===== src/rtl/flat_xlate_pkg.sv =====
// Shared constants and types of the flat page-table translator.
// Assumes 32-bit addresses and a fixed 4 KiB page.
package flat_xlate_pkg;
    localparam int ADDR_W      = 32;
    localparam int PAGE_SHIFT  = 12;
    localparam int VPN_W       = ADDR_W - PAGE_SHIFT;
    localparam int VALID_BIT   = 1;
    localparam int NONSEC_BIT  = 3;
    localparam int PROT_LSBS   = 7;

    typedef enum logic [1:0] {
        WALK_IDLE  = 2'd0,
        WALK_ISSUE = 2'd1,
        WALK_WAIT  = 2'd2
    } walk_state_t;

    typedef struct packed {
        logic [VPN_W-1:0] ppn;
        logic             nonsec;
    } page_attr_t;
endpackage


===== src/rtl/flat_xlate_tlb.sv =====
// Fully associative descriptor cache with round-robin fill.
// Assumes the caller never fills a page that already hits (fills only follow misses).
module flat_xlate_tlb
    import flat_xlate_pkg::*;
#(
    parameter int ENTRIES = 4
) (
    input  logic             clk,
    input  logic             rst_n,
    input  logic [VPN_W-1:0] look_vpn,
    output logic             look_hit,
    output page_attr_t       look_attr,
    input  logic             fill_en,
    input  logic [VPN_W-1:0] fill_vpn,
    input  page_attr_t       fill_attr,
    input  logic             flush
);
    localparam int IDX_W = (ENTRIES > 1) ? $clog2(ENTRIES) : 1;

    logic [VPN_W-1:0] tag_q  [ENTRIES];
    page_attr_t       attr_q [ENTRIES];
    logic [ENTRIES-1:0] vld_q;
    logic [ENTRIES-1:0] match;
    logic [IDX_W-1:0]   fill_ptr;

    generate
        for (genvar g = 0; g < ENTRIES; g++) begin : g_slot
            // Tag compare for one slot.
            assign match[g] = vld_q[g] && (tag_q[g] == look_vpn);

            // Slot storage: written when the pointer selects it during a fill.
            always_ff @(posedge clk) begin
                if (!rst_n) begin
                    vld_q[g]  <= 1'b0;
                    tag_q[g]  <= '0;
                    attr_q[g] <= '0;
                end else if (flush) begin
                    vld_q[g]  <= 1'b0;
                end else if (fill_en && fill_ptr == IDX_W'(g)) begin
                    vld_q[g]  <= 1'b1;
                    tag_q[g]  <= fill_vpn;
                    attr_q[g] <= fill_attr;
                end
            end
        end
    endgenerate

    // Merge the attributes of the matching slot.
    always_comb begin
        look_attr = '0;
        for (int i = 0; i < ENTRIES; i++) begin
            if (match[i]) look_attr = look_attr | attr_q[i];
        end
    end
    assign look_hit = |match;

    // Round-robin fill pointer, reset by invalidation.
    always_ff @(posedge clk) begin
        if (!rst_n || flush) begin
            fill_ptr <= '0;
        end else if (fill_en) begin
            fill_ptr <= (fill_ptr == IDX_W'(ENTRIES - 1)) ? '0 : fill_ptr + 1'b1;
        end
    end

    // A page is never held in two slots at once.
    assert_unique_tag_R8: assert property (@(posedge clk) disable iff (!rst_n)
        $onehot0(match));
endmodule


===== src/rtl/flat_xlate_regs.sv =====
// Software-visible registers: table base, protect address, fault address, control.
// Assumes word offsets 0x000/0x004/0x008/0x00C; other offsets read 0 and ignore writes.
module flat_xlate_regs
    import flat_xlate_pkg::*;
(
    input  logic              clk,
    input  logic              rst_n,
    input  logic              reg_we,
    input  logic [11:0]       reg_addr,
    input  logic [ADDR_W-1:0] reg_wdata,
    output logic [ADDR_W-1:0] reg_rdata,
    input  logic              fault_set,
    input  logic [ADDR_W-1:0] fault_va,
    output logic [ADDR_W-1:0] table_base,
    output logic [ADDR_W-1:0] protect_pa,
    output logic              flush,
    output logic              irq
);
    logic [ADDR_W-1:0] fva_q;
    logic              sel_ok;
    logic [1:0]        sel;

    assign sel_ok = (reg_addr[11:4] == 8'h00) && (reg_addr[1:0] == 2'b00);
    assign sel    = reg_addr[3:2];
    assign flush  = reg_we && sel_ok && sel == 2'd3 && reg_wdata[1];

    // Base and protect registers with their alignment bits forced to zero.
    always_ff @(posedge clk) begin
        if (!rst_n) begin
            table_base <= '0;
            protect_pa <= '0;
        end else if (reg_we && sel_ok) begin
            if (sel == 2'd0) table_base <= {reg_wdata[ADDR_W-1:2], 2'b00};
            if (sel == 2'd1) protect_pa <= {reg_wdata[ADDR_W-1:PROT_LSBS], {PROT_LSBS{1'b0}}};
        end
    end

    // Interrupt flag and first-fault address capture; a new fault wins over a clear.
    always_ff @(posedge clk) begin
        if (!rst_n) begin
            irq   <= 1'b0;
            fva_q <= '0;
        end else if (fault_set) begin
            irq <= 1'b1;
            if (!irq) fva_q <= fault_va;
        end else if (reg_we && sel_ok && sel == 2'd3 && reg_wdata[0]) begin
            irq <= 1'b0;
        end
    end

    // Read multiplexer.
    always_comb begin
        reg_rdata = '0;
        if (sel_ok) begin
            case (sel)
                2'd0:    reg_rdata = table_base;
                2'd1:    reg_rdata = protect_pa;
                2'd2:    reg_rdata = fva_q;
                default: reg_rdata = {{(ADDR_W-1){1'b0}}, irq};
            endcase
        end
    end

    // The captured address is always page aligned.
    assert_fva_aligned_R5: assert property (@(posedge clk) disable iff (!rst_n)
        fva_q[PAGE_SHIFT-1:0] == '0);
endmodule


===== src/rtl/flat_xlate.sv =====
// Flat page-table translator top: client handshake, miss walker, cache and registers.
// Assumes one outstanding miss; memory answers each mem_req with one mem_rsp_valid.
module flat_xlate
    import flat_xlate_pkg::*;
#(
    parameter int TLB_ENTRIES = 4
) (
    input  logic        clk,
    input  logic        rst_n,
    input  logic        reg_we,
    input  logic [11:0] reg_addr,
    input  logic [31:0] reg_wdata,
    output logic [31:0] reg_rdata,
    input  logic        req_valid,
    output logic        req_ready,
    input  logic [31:0] req_va,
    output logic        rsp_valid,
    output logic [31:0] rsp_pa,
    output logic        rsp_fault,
    output logic        rsp_nonsec,
    output logic        mem_req,
    output logic [31:0] mem_addr,
    input  logic        mem_rsp_valid,
    input  logic [31:0] mem_rsp_data,
    output logic        irq
);
    walk_state_t       state;
    logic [ADDR_W-1:0] va_q;
    logic [ADDR_W-1:0] table_base;
    logic [ADDR_W-1:0] protect_pa;
    logic              flush;
    logic              hit;
    page_attr_t        hit_attr;
    logic              accept;
    logic              desc_ok;
    logic              desc_done;
    logic              fault_set;
    page_attr_t        new_attr;
    logic              unused_desc;

    assign req_ready = (state == WALK_IDLE);
    assign accept    = req_valid && req_ready;
    assign mem_req   = (state == WALK_ISSUE);
    assign desc_done = (state == WALK_WAIT) && mem_rsp_valid;
    assign desc_ok   = mem_rsp_data[VALID_BIT];
    assign fault_set = desc_done && !desc_ok;
    assign new_attr  = '{ppn: mem_rsp_data[ADDR_W-1:PAGE_SHIFT], nonsec: mem_rsp_data[NONSEC_BIT]};
    assign unused_desc = ^{mem_rsp_data[PAGE_SHIFT-1:NONSEC_BIT+1], mem_rsp_data[2], mem_rsp_data[0]};

    flat_xlate_tlb #(.ENTRIES(TLB_ENTRIES)) i_tlb (
        .clk       (clk),
        .rst_n     (rst_n),
        .look_vpn  (req_va[ADDR_W-1:PAGE_SHIFT]),
        .look_hit  (hit),
        .look_attr (hit_attr),
        .fill_en   (desc_done && desc_ok),
        .fill_vpn  (va_q[ADDR_W-1:PAGE_SHIFT]),
        .fill_attr (new_attr),
        .flush     (flush)
    );

    flat_xlate_regs i_regs (
        .clk        (clk),
        .rst_n      (rst_n),
        .reg_we     (reg_we),
        .reg_addr   (reg_addr),
        .reg_wdata  (reg_wdata),
        .reg_rdata  (reg_rdata),
        .fault_set  (fault_set),
        .fault_va   ({va_q[ADDR_W-1:PAGE_SHIFT], {PAGE_SHIFT{1'b0}}}),
        .table_base (table_base),
        .protect_pa (protect_pa),
        .flush      (flush),
        .irq        (irq)
    );

    // Walker sequencing: idle, issue one read, wait for the descriptor.
    always_ff @(posedge clk) begin
        if (!rst_n) begin
            state    <= WALK_IDLE;
            va_q     <= '0;
            mem_addr <= '0;
        end else begin
            case (state)
                WALK_IDLE: if (accept && !hit) begin
                    state    <= WALK_ISSUE;
                    va_q     <= req_va;
                    mem_addr <= table_base + {{(ADDR_W-VPN_W-2){1'b0}}, req_va[ADDR_W-1:PAGE_SHIFT], 2'b00};
                end
                WALK_ISSUE: state <= WALK_WAIT;
                WALK_WAIT:  if (mem_rsp_valid) state <= WALK_IDLE;
                default:    state <= WALK_IDLE;
            endcase
        end
    end

    // Response register: loaded by a hit in idle or by the arrival of a descriptor.
    always_ff @(posedge clk) begin
        if (!rst_n) begin
            rsp_valid  <= 1'b0;
            rsp_pa     <= '0;
            rsp_fault  <= 1'b0;
            rsp_nonsec <= 1'b0;
        end else begin
            rsp_valid <= (accept && hit) || desc_done;
            if (accept && hit) begin
                rsp_pa     <= {hit_attr.ppn, req_va[PAGE_SHIFT-1:0]};
                rsp_fault  <= 1'b0;
                rsp_nonsec <= hit_attr.nonsec;
            end else if (desc_done) begin
                rsp_pa     <= desc_ok ? {new_attr.ppn, va_q[PAGE_SHIFT-1:0]} : protect_pa;
                rsp_fault  <= !desc_ok;
                rsp_nonsec <= desc_ok && new_attr.nonsec;
            end
        end
    end

    assert_miss_fetches_R2: assert property (@(posedge clk) disable iff (!rst_n)
        (accept && !hit) |=> mem_req);
    assert_single_read_R2: assert property (@(posedge clk) disable iff (!rst_n)
        mem_req |=> !mem_req);
    assert_busy_not_ready_R7: assert property (@(posedge clk) disable iff (!rst_n)
        mem_req |-> !req_ready);
    assert_fault_irq_R5: assert property (@(posedge clk) disable iff (!rst_n)
        (rsp_valid && rsp_fault) |-> irq);
    assert_hit_no_read_R6: assert property (@(posedge clk) disable iff (!rst_n)
        (accept && hit) |=> (rsp_valid && !mem_req));
endmodule


===== config.mk =====
export PLATFORM = sky130hd
export DESIGN_NAME = flat_xlate
export DESIGN_NICKNAME = d
export VERILOG_FILES = /design/src/rtl/flat_xlate_pkg.sv /design/src/rtl/flat_xlate_tlb.sv /design/src/rtl/flat_xlate_regs.sv /design/src/rtl/flat_xlate.sv
export SDC_FILE = /design/constraint.sdc
export NUM_CORES = 1
export LEC_CHECK = 0
export CORE_MARGIN = 2
export CORE_UTILIZATION = 35
export DETAILED_ROUTE_END_ITERATION = 10
export DONT_BUFFER_PORTS = 1
export GPL_TIMING_DRIVEN = 0
export SLEW_MARGIN = 40
export SYNTH_ARGS = -nofsm -noshare
export SYNTH_HDL_FRONTEND = slang
export SYNTH_SLANG_ARGS = --single-unit

===== constraint.sdc =====
create_clock -name clk -period 6.24 [get_ports clk]
set_input_delay 0.312 -clock clk [delete_from_list [all_inputs] [get_ports clk]]
set_output_delay 0.312 -clock clk [all_outputs]
set_load 0.02 [all_outputs]

# Word level (Yosys, flattened, before mapping)
# Memory sizes are Yosys's and may differ from the RTL's.
# Index checks and enable logic that the tools add are counted.
# Widths: inputs -> output; s select.
word_totals:
  ff_bits: 183
  ram_bits: 164
  inputBits: 113
  out_inout_bits: 102
  elab_cells: 129
  mem_count: 2
classes:
  addsub: 2
  n_eq_ne: 14
  mux: 42
  bitwise: 13
  reduce_logical: 40
memory_table:
  columns: ["name", "words", "word_bits", "read_ports", "rd_clocked_by_memory_dff", "write_ports", "line_no", "source"]
  rows:
  - ["i_tlb.attr_q", 4, 21, 4, 0, 4, "flat_xlate_tlb.sv:21", "page_attr_t attr_q [ENTRIES];"]
  - ["i_tlb.tag_q", 4, 20, 4, 0, 4, "flat_xlate_tlb.sv:20", "logic [VPN_W-1:0] tag_q [ENTRIES];"]
op_table:
  columns: ["operator", "count"]
  rows:
  - ["$mux 21", 8]
  - ["$mux 32", 4]
  - ["$pmux 32 s3", 1]
  - ["$eq 20x20->1", 4]
  - ["$mux 20", 4]
  - ["$or 21x21->21", 3]
  - ["$add 32x22->32", 1]
  - ["$mux 1", 21]
  - ["$logic_and 1x1->1", 20]
  - ["$eq 2x2->1 const B", 5]
  - ["$reduce_and 2->1", 5]
  - ["$logic_not 2->1", 4]
  - ["$logic_not 8->1", 1]
  - ["$or 1x1->1", 8]
  - ["$eq 2x1->1 const B", 3]
  - ["$mux 2", 3]
  - ["$pmux 2 s3", 1]
  - ["$reduce_bool 2->1", 2]
  - ["$reduce_or 2->1", 2]
  - ["$reduce_or 4->1", 1]
  - ["$logic_not 1->1", 3]
  - ["$add 2x1->2 const B", 1]
  - ["$logic_or 1x1->1", 2]
  - ["$ne 2x1->1 const B", 1]
  - ["other kinds (2)", 3]

# Logic depth before layout (Yosys ltp)
# Gate-level depths: netlist of the first run.
# An unclocked memory read counts as a cell.
logic_depth:
  depth_word: 11
  ltp_mapped: 12
  ltp_nobuf: 11

# Cells and area by module
# A second synthesis of the first run with hierarchy kept.
hier_totals:
  hier_cells: 1778
  area_unflattened_um2: 17708.2
modules_own_cells:
  columns: ["mod", "n_inst", "cells_each", "area_each_um2", "seq_area_each_um2"]
  rows:
  - ["flat_xlate_tlb", 1, 634, 8200.4, 5044.8]
  - ["flat_xlate", 1, 664, 5338.9, 2021.9]
  - ["flat_xlate_regs", 1, 480, 4169.0, 1761.7]

# Least setup slack after synthesis of the first run
# No wires, ideal clock.
synth_path:
  kind: "input -> register"
  startpoint: "in mem_rsp_data[1]"
  endpoint: "mem i_tlb.attr_q[0][0] (netlist bit), enable pin"
  setup_ps: 496
  arrival_ps: 4132
  t_required_ps: 5744
  path_slack_ps: 1612
  path_stages: 5
  n_path_buf: 1
  path_cell_list: "clkbuf_1 inv_1 nor2_1 nand2_1 o21ai_0"
synth_rtl:
  columns: ["item", "line_no", "source"]
  rows:
  - ["from (decl)", "flat_xlate.sv:24", "input logic [31:0] mem_rsp_data,"]
  - ["to (decl)", "flat_xlate_tlb.sv:21", null]

# Worst setup path in the final report of the first run
layout_path:
  startpoint: "reg i_regs.table_base[7]"
  endpoint: "reg mem_addr[27]"
layout_via:
  elab_chain_cells: 1
layout_lines:
  columns: ["item", "line_no", "source"]
  rows:
  - ["from (decl)", "flat_xlate_regs.sv:14", "output logic [ADDR_W-1:0] table_base,"]
  - ["from (signal assigned)", "flat_xlate_regs.sv:33", "if (sel == 2'd0) table_base <= {reg_wdata[ADDR_W-1:2], 2'b00};"]
  - ["$add 32x22->32", "flat_xlate.sv:88", "mem_addr <= table_base + {{(ADDR_W-VPN_W-2){1'b0}}, req_va[ADDR_W-1:PAGE_SHIFT], 2'b00};"]
  - ["to (signal assigned)", "flat_xlate.sv:88", null]
  - ["to (decl)", "flat_xlate.sv:22", "output logic [31:0] mem_addr,"]
# Every way passes these cells.
# A chain may end at the register's enable or synchronous reset.

==> results of run 1 <==
==> kinds of logic after synthesis <==
group,after synthesis
muxes,52
buffers and inverters,135
AOI/OAI and AO/OA,337
DFF,345
and+or+nand+nor,639
adders and majority gates,25
other,1
xor gates and xnor gates,105
==> repair_timing <==
item / CTS / global route
endpoints found under the setup margin: 0 / 0
endpoints found under the hold margin: 164 / 0
hold buffers: 64 / 0
resized for setup: 0 / 0
==> worst max-delay path, stage by stage, from the launching register on <==
cell and delay (ns):
dfxtp_1 0.45, ha_1 0.28, clkbuf_1 0.18, a21o_1 0.20, a2111oi_0 0.58, a22oi_1 0.25
o211ai_1 0.48, a21boi_1 0.21, and3_1 0.24, xnor2_1 0.16, a21oi_1 0.09
==> per-layer routing <==
layer  GRT usage  vias to the layer above  routed length [um]
met5           0                        -                   0
met4     0.08118                        0                1853
met3     0.06764                      109                5562
met2      0.3622                      609               25150
met1      0.2863                     6286               22090
li1            -                     5959                   -
==> synthesized netlist by cell type (all sizes together), types with 3 or more instances <==
| master | count |
|---|---|
| o21bai | 5 |
| and4 | 4 |
| buf | 42 |
| nand4 | 16 |
| xnor2 | 67 |
| a31oi | 9 |
| a221oi | 26 |
| ha | 24 |
| edfxtp | 164 |
| nor3 | 11 |
| nand3 | 18 |
| nand2 | 274 |
| a21o | 19 |
| clkbuf | 81 |
| nor4 | 15 |
| o21ai | 25 |
| a22oi | 3 |
| xor2 | 38 |
| mux2i | 52 |
| a21oi | 172 |
| and2 | 174 |
| a211oi | 46 |
| and3 | 13 |
| nor2 | 103 |
| inv | 12 |
| a22o | 21 |
| nand2b | 5 |
| dfxtp | 181 |
==> layout make-up <==
class	instances	area, um^2
Inverter	12	45.04
Sequential cell	345	8548
Fill cell	4375	26250
Timing Repair Buffer	77	849.6
Clock buffer	52	1117
Tap cell	600	750.7
Buffer	123	545.5
Multi-Input combinational cell	1161	7019
Clock inverter	17	259.0
==> worst paths after layout <==
| path | end | slack [ns] | cells after the start |
|---|---|---|---|
| max | mem_addr[27] | 2.98 | 10 |
| min | i_regs.irq | 0.01 | 3 |
| max reg2reg | mem_addr[27] | 2.98 | 10 |
| min reg2reg | va_q[5] | 0.45 | 2 |
==> sequential cells by signal, indices dropped and copies added, names as in the netlist <==
| register | count |
|---|---|
| i_regs.fva_q | 20 |
| i_tlb.fill_ptr | 2 |
| i_tlb.vld_q | 4 |
| mem_addr | 30 |
| state | 2 |
| i_regs.irq | 1 |
| i_tlb.attr_q | 84 |
| i_tlb.tag_q | 80 |
| rsp_fault | 1 |
| rsp_pa | 32 |
| i_regs.table_base | 30 |
| i_regs.protect_pa | 25 |
| rsp_nonsec | 1 |
| va_q | 32 |
| rsp_valid | 1 |
==> cell usage in the layout (no fill, tap or decap), types with 16 or more instances in the layout <==
cell type      count
a211oi_1          42
a21o_1            19
a21oi_1          172
a221oi_1          26
a22o_1            21
and2_1           174
buf_2             29
clkbuf_1          83
clkbuf_16         41
dfxtp_1          181
dlygate4sd3_1     64
edfxtp_1         164
ha_1              24
mux2i_1           52
nand2_1          274
nand3_1           18
nand4_1           16
nor2_1           103
xnor2_1           67
xor2_1            38
==> metrics by stage <==
step	cells	total power, uW	hold slack (ns)	setup TNS (ns)	setup slack, ns
after floorplan	1641	2729	0.4262	0	1.612
after global placement	2241	2838	0.4417	-207.69	-1.328
after detailed placement	2253	2851	0.4474	0	2.973
after CTS	2386	5340	0.008386	0	3.078
after global routing	2387	5471	0.03538	0	2.788
final	2387	5333	0.01495	0	2.985
==> where the power goes <==
part / switching, uW / leakage, uW / internal, uW
Sequential: 67.2 / 0.00316 / 2430
Combinational: 222 / 0.00313 / 129
Clock: 969 / 0.000674 / 1510
==> impl_metrics.ini, run 1 <==
[floorplan]
dieWidth_um = 218.3
start_util = 0.3542
coreArea_um2 = 45380
die_h_um = 218.3
die_area_um2 = 47650
io-pin-count = 215
num_rows = 78

[logic_synthesis]
synth_compound_area_frac = 0.1318
synthAdderAreaFrac = 0.01993
synth_simple_gate_area_share = 0.1903
synth_top_area_share = 0.3064
netlist_area_um2 = 16070
seq_area_frac_synth = 0.5318
async_reset_ff_frac = 0
ys_types = 50
yosys_warnings = 0
muxShareOfSynthArea = 0.03238
synth_area_leaders = edfxtp_1, dfxtp_1, and2_1
ys_ff_latch = 345
syn_inst = 1639
synth_top_family_by_area = simple AND/OR/NAND/NOR gates
synth_enable_flop_cells = 164
synth_top_area_cell = edfxtp_1
synth_xor_xnor_area_share = 0.05722
syn_avg_cell_area_um2 = 9.807
synth_ff_type = dfxtp_1

[timing]
finalHoldViolations = 0
max_slew_margin = 0.4166
period_minus_slack_ns = 3.255
fmax_ghz = 0.3072
worstMarginPinSlew_ns = 0.8678
finClkSkew_ns = 0.02915
finalMaxSlewViolations = 0
finalSetupViolations = 0
finalCritPeriodShare = 0.5216
grt_setup_unrepaired = false

[final_layout]
n_antenna_cell = 0
final_area_um2 = 19130
post-route-util = 0.4216
nNetsFinal = 1897
area_growth_pct = 19.05
layout-drive-gt1-share = 0.07443

[run]
max-cap-violations = 0

[detailed_routing]
drtIter0Drc = 1161
vias_per_cell = 5.431
dr_total_vias = 12960
drc_errors = 0
finalWirelength_mm = 54.66
detail-route-antenna-nets = 0
drt-pass1-iter-count = 6
drt-wirelength-per-cell_um = 22.90

[placement]
gp_congestion = 0.9431
dp_hpwl_mm = 40.84
portBuffers = 0
postPlaceCellArea_um2 = 17100

[min_path]
min_path_type = primary input to register
hold_start = reg_we

[cts]
post_cts_buffers = 0
htreeDepth = 2
cts_buffers = 39
clk_latency_ns = 0.55
cts-root-buf = clkbuf_16
cts_tree = built
clock_path_buffers = 3
clk_pin_slew_ns = 0.06
cts_sinks = 345

[power]
ir_worst_vdd_v = 0.0002240
leakage_uw = 0.006972
power.density_nw_per_um2 = 278.7

[global_routing]
grt.total_usage = 0.2253
grt_pass1_vias = 12580
antenna_found_initial = 1
overflow = 0
grt_max_degree = 17
grt_pass1_wl_mm = 79.61

[outcome]
status = finished, final reports clean

[setup_path]
crit_path_start_kind = register
endpoint_kind = register
arrival_ns = 3.69
critPathLaunch = i_regs.table_base[7]
cp_max_fo = 8
r2r-start = i_regs.table_base[7]
path_class = register to register
worstPathRequired_ns = 6.67
No activity file was read; power rests on OpenSTA's default activity.
==> run 2, diff against run 1 <==
- ABC_AREA: unset -> 1
- clock period: 6.24 -> 3.4 ns (I/O delays scaled with it)
==> run 2 against run 1 <==
Sequential share of layout area decreased by 1.8 points. Worst hold slack gained 0.012 ns. Final area is 4.1% higher. First-iteration DRC count is 20% higher. Die area increased by 4.5%. Worst setup slack lost 2.4 ns. Clock power is 75% higher. Register-to-register slack got worse by 2.4 ns. Total power is 81% higher. Cell count grew 23%. Largest cell class unchanged.
==> impl_metrics.ini, run 2 <==
[logic_synthesis]
ys_types = 47
synth_xor_xnor_area_share = 0.01406
synth_area_leaders = edfxtp_1, dfxtp_1, nand2_1
seq_area_frac_synth = 0.5084
ys_ff_latch = 345
syn_inst = 2162
synth_top_area_share = 0.2929
async_reset_ff_frac = 0
synth_most_common_cell = nand2_1
syn_avg_cell_area_um2 = 7.777
synth_ff_type = dfxtp_1
synth_compound_area_frac = 0.1373
muxShareOfSynthArea = 0
synth_commonest_cells = nand2_1, nor2_1, inv_1
yosys_warnings = 0
synth_top_area_cell = edfxtp_1
synth_simple_gate_area_share = 0.2185
synth_top_family_by_area = simple AND/OR/NAND/NOR gates
synthAdderAreaFrac = 0.01905
netlist_area_um2 = 16810
synth_enable_flop_cells = 164

[cts]
htreeDepth = 2
cts_hold_buffers = 87
post_cts_resized = 0
clk_pin_slew_ns = 0.06
cts_tree = built
clk_latency_ns = 0.57
cts-root-buf = clkbuf_16
cts_sinks = 345
post_cts_buffers = 0
clock_path_buffers = 3
cts_buffers = 39

[min_path]
min_path_type = primary input to register
min_to = i_regs.irq
hold_depth = 5
hold_start = reg_addr[0]

[final_layout]
layout.area.seq_um2 = 8548
area_growth_pct = 18.45
multi_input_area_um2 = 6589
final_area_um2 = 19920
fillers = 4714
nNetsFinal = 2434
final_cell_mix = nand2_1, nor2_1, inv_1, a21oi_1, dfxtp_1
final_common_cell = nand2_1
top_regs = i_tlb.attr_q (84), i_tlb.tag_q (80)
layout-drive-gt1-share = 0.06492
largest_register_ffs = 84
regMostFlops = i_tlb.attr_q

[timing]
finClkSkew_ns = 0.01489
whs_ns = 0.02736
grt_setup_unrepaired = false
finalSetupViolations = 0
finalMaxSlewViolations = 0
period_minus_slack_ns = 2.802
fmax_ghz = 0.3569
worst_slack_ns = 0.5977
worstMarginPinSlew_ns = 0.8543
finalCritPeriodShare = 0.8242
finalHoldViolations = 0
max_slew_margin = 0.4278

[floorplan]
num_rows = 80
coreArea_um2 = 47550
dieWidth_um = 223.2
die_h_um = 223.2
die_area_um2 = 49810
start_util = 0.3537
io-pin-count = 215

[global_routing]
grt_max_degree = 26
overflow = 0
grt_pass1_wl_mm = 91.80
antenna_found_initial = 7
grt.total_usage = 0.2484
grt_pass1_vias = 14370

[setup_path]
reg2reg_to = i_tlb.tag_q[3][9]
worstPathRequired_ns = 3.67
path_class = register to register
slowest_stage = nor2_2
slowest_delay_ns = 0.44
path_cells = nor2_1, nand2_1, nor2_2, inv_1, nor2_1, nand2_1, nand2_4, buf_16
r2r_cells = 8
r2r_setup_slack_ns = 0.60
r2r-start = state[0]
crit_path_start_kind = register
cp_max_fo = 25
endpoint_kind = register
arrival_ns = 3.07

[power]
power_uw = 9678
p_int_uw = 7286
ir_worst_vdd_v = 0.0003724
p_seq_frac = 0.476
leakage_uw = 0.008023
power.density_nw_per_um2 = 485.9
power.share.clock = 0.449
net-switching-power_uw = 2392
swShare = 0.2472
combPwrFrac = 0.075

[detailed_routing]
dr_total_vias = 15250
drt-pass1-iter-count = 6
vias_per_cell = 5.174
finalWirelength_mm = 62.96
detail-route-antenna-nets = 0
drtIter0Drc = 1396
drc_errors = 0
drt-wirelength-per-cell_um = 21.37

[placement]
postPlaceCellArea_um2 = 17720
pre_cts_slack_ns = 0.6039
dp_hpwl_mm = 46.79
portBuffers = 0
gp_congestion = 0.9271

[outcome]
status = finished, final reports clean

[run]
max-cap-violations = 0
==> run 2: layout make-up <==
class / instances / area share
flip-flops and latches: 345 / 0.4292
clock inverters: 19 / 0.008921
repair buffers: 91 / 0.04850
multi-input cells: 1394 / 0.3308
well taps: 615 / 0.03864
diodes: 6 / 0.0007539
inverters: 326 / 0.06157
clock buffers: 52 / 0.05660
plain buffers: 99 / 0.02500
==> run 2: cells by family (layout without fill, tap and decap cells) <==
kind of cell | count (synthesis) | count (layout)
AOI/OAI and AO/OA | 421 | 421
xor gates and xnor gates | 27 | 27
adders and majority gates | 25 | 25
buffers and inverters | 425 | 587
DFF | 345 | 345
other | 1 | 9
and+or+nand+nor | 918 | 918
==> run 2: worst max-delay path by stage <==
stage / start / to / slack [ns] / cells after the start
after global routing: state[1] / i_tlb.attr_q[1][6] / 0.43 / 9
after floorplan: state[1] / i_tlb.attr_q[0][0] / 0.85 / 8
final: state[0] / i_tlb.tag_q[3][9] / 0.60 / 8
after detailed placement: rst_n / i_tlb.tag_q[3][5] / 0.60 / 5
after CTS: state[0] / i_tlb.tag_q[3][9] / 0.63 / 8
after global placement: rst_n / i_tlb.tag_q[3][5] / -1.07 / 4
==> run 2: critical path: cells and delay by family, from the launching register on <==
| family | cells | cell delay, ns |
|---|---|---|
| and+or+nand+nor | 6 | 1.62 |
| DFF | 1 | 0.39 |
| buffers and inverters | 2 | 0.47 |
==> run 2: metal layers <==
| metal | routed length, um | vias to the layer above | GRT usage |
|---|---|---|---|
| met2 | 29060 | 644 | 0.4066 |
| met4 | 2017 | 6 | 0.08638 |
| met5 | 45 | - | 0 |
| met1 | 25750 | 7210 | 0.3170 |
| met3 | 6082 | 112 | 0.06625 |
| li1 | - | 7276 | - |
==> run 2: through the flow <==
| step | utilization | TNS (ns) | std cells |
|---|---|---|---|
| CTS | 0.4185 | 0 | 2941 |
| detailed placement | 0.3728 | 0 | 2783 |
| floorplan | - | 0 | 2164 |
| global route | 0.4188 | 0 | 2945 |
| global placement | 0.3700 | -170.06 | 2779 |
| finish | 0.4189 | 0 | 2947 |
==> run 2: power by group through the flow <==
stage          Sequential, uW  Combinational, uW  Clock [uW]
2_1_floorplan            4670                408           0
3_3_place_gp             4700                578           0
3_5_place_dp             4700                603           0
4_1_cts                  4610                716        4380
5_1_grt                  4630                796        4520
6_report                 4610                725        4340
==> run 3, diff against run 2 <==
- clock period: 3.4 -> 2.6 ns (I/O delays scaled with it)
==> run 3 against run 2 <==
Largest power group unchanged. Count of clock-buffer cells in the layout is the same. Largest cell class unchanged. Sequential share of layout area shrank 0.15 points. Global-route usage is essentially flat. Via count grew 0.14%.
==> impl_metrics.ini, run 3 (synthesis gave the netlist of run 2 again) <==
[floorplan]
num_rows = 80
die_h_um = 223.2
coreArea_um2 = 47550
io-pin-count = 215
dieWidth_um = 223.2
start_util = 0.3537
die_area_um2 = 49810

[power]
net-switching-power_uw = 3138
power.share.clock = 0.448
p_seq_frac = 0.476
power.density_nw_per_um2 = 633.9
combPwrFrac = 0.076
swShare = 0.2477
p_int_uw = 9530
leakage_uw = 0.008038
ir_worst_vdd_v = 0.0004880

[setup_path]
cp_max_fo = 21
crit_path_start_kind = register
reg2reg_to = i_tlb.tag_q[0][11]
r2r_cells = 8
slowest_stage = dfxtp_1
path_cells = nor2_1, nand2_1, nor2_4, inv_1, nor2_1, nand2_1, nand2_8, buf_12
path_class = register to register
crit_family = simple AND/OR/NAND/NOR gates
r2r_setup_slack_ns = 0.07
worstPathRequired_ns = 2.86
path_buf_inv = 2
r2r-start = state[0]
endpoint_kind = register
slowest_delay_ns = 0.38
arrival_ns = 2.79

[outcome]
status = finished, final reports clean

[detailed_routing]
highest_layer = met5
detail-route-antenna-nets = 0
finalWirelength_mm = 62.84
vias_per_cell = 5.176
met2_length_mm = 28.95
drt-pass1-iter-count = 5
wl_met3_mm = 6.228
wl_met1_mm = 25.67
drt-wirelength-per-cell_um = 21.30
dr_total_vias = 15270
drc_errors = 0
drtIter0Drc = 1433

[global_routing]
grt.total_usage = 0.2482
antenna_found_initial = 7
grt_pass1_wl_mm = 91.80
overflow = 0
grt_max_degree = 26
grt_pass1_vias = 14430

[cts]
cts_tree = built
clk_pin_slew_ns = 0.06
clock_path_buffers = 3
cts-root-buf = clkbuf_16
cts_sinks = 345
clk_latency_ns = 0.57
htreeDepth = 2
cts_buffers = 39

[timing]
finalSetupViolations = 0
finalMaxSlewViolations = 0
max_slew_margin = 0.4042
finalCritPeriodShare = 0.9744
grt_setup_unrepaired = true
finClkSkew_ns = 0.01231
finalHoldViolations = 0
fmax_ghz = 0.3947
period_minus_slack_ns = 2.533
worstMarginPinSlew_ns = 0.8896

[final_layout]
regMostFlops = i_tlb.attr_q
layout-drive-gt1-share = 0.06615
layout.area.seq_um2 = 8548
final_cell_mix = nand2_1, nor2_1, inv_1, a21oi_1, dfxtp_1
nNetsFinal = 2436
fillers = 4700
post-route-util = 0.4204
final_area_um2 = 19990
largest_register_ffs = 84
multi_input_area_um2 = 6639
final_common_cell = nand2_1
area_growth_pct = 18.86
final_cells = 2950
top_regs = i_tlb.attr_q (84), i_tlb.tag_q (80)

[min_path]
min_to = mem_addr[9]
hold_depth = 3
hold_start = req_va[19]
min_path_type = primary input to register

[placement]
postPlaceCellArea_um2 = 17720
portBuffers = 0
dp_cells = 2783
gp_congestion = 0.9271
dp_hpwl_mm = 46.79

[run]
max-cap-violations = 0
run 3: repair_timing:
item	4_1_cts	5_1_grt
resized for setup	4	3
setup buffers	0	1
pin swaps	0	1
setup endpoints to repair	96	81
hold buffers	88	0
endpoints found under the hold margin	207	0
run 3: how the worst max path moves through the flow:
stage | from | end | slack [ns] | cells past startpoint
6_report | state[0] | i_tlb.tag_q[0][11] | 0.07 | 8
4_1_cts | state[0] | i_tlb.tag_q[0][11] | 0.0008 | 8
2_1_floorplan | state[1] | i_tlb.attr_q[0][0] | 0.05 | 8
5_1_grt | state[1] | i_tlb.tag_q[0][11] | -0.01 | 9
3_3_place_gp | rst_n | i_tlb.tag_q[3][5] | -1.83 | 4
3_5_place_dp | state[1] | i_tlb.tag_q[3][5] | -0.16 | 9
run 3: per-layer routing:
layer,track usage,vias to the layer above
met1,0.3159,7199
met4,0.08790,4
li1,-,7288
met5,0,-
met2,0.4060,670
met3,0.06690,109
run 3: final cells by class:
cell class,count,share of cell area
Antenna cell,7,0.0008764
Timing Repair Buffer,93,0.04920
Clock inverter,19,0.008889
Sequential cell,345,0.4277
Clock buffer,52,0.05640
Inverter,326,0.06135
Tap cell,615,0.03850
Buffer,99,0.02492
Multi-Input combinational cell,1394,0.3322
run 3: power groups by stage:
stage	Clock [uW]	Sequential [uW]	Combinational, uW
3_5_place_dp	0	6150	789
3_3_place_gp	0	6150	756
4_1_cts	5730	6030	943
6_report	5680	6030	958
2_1_floorplan	0	6110	534
5_1_grt	5910	6050	1050
run 3: metrics by stage:
stage | worst slack [ns] | TNS, ns | hold slack (ns) | power, uW
global route | -0.01488 | -0.1665 | 0.05955 | 13010
CTS | 0.0007570 | 0 | 0.006451 | 12700
global placement | -1.829 | -294.70 | 0.3024 | 6905
finish | 0.06668 | 0 | 0.02667 | 12670
detailed placement | -0.1569 | -10.21 | 0.3123 | 6934
floorplan | 0.04589 | 0 | 0.2943 | 6643
run 3: worst reg2reg max path, stage by stage, from the launching register on:
cell,delay [ns]
dfxtp_1,0.38
nor2_1,0.13
nand2_1,0.31
nor2_4,0.28
inv_1,0.15
nor2_1,0.27
nand2_1,0.20
nand2_8,0.24
buf_12,0.23
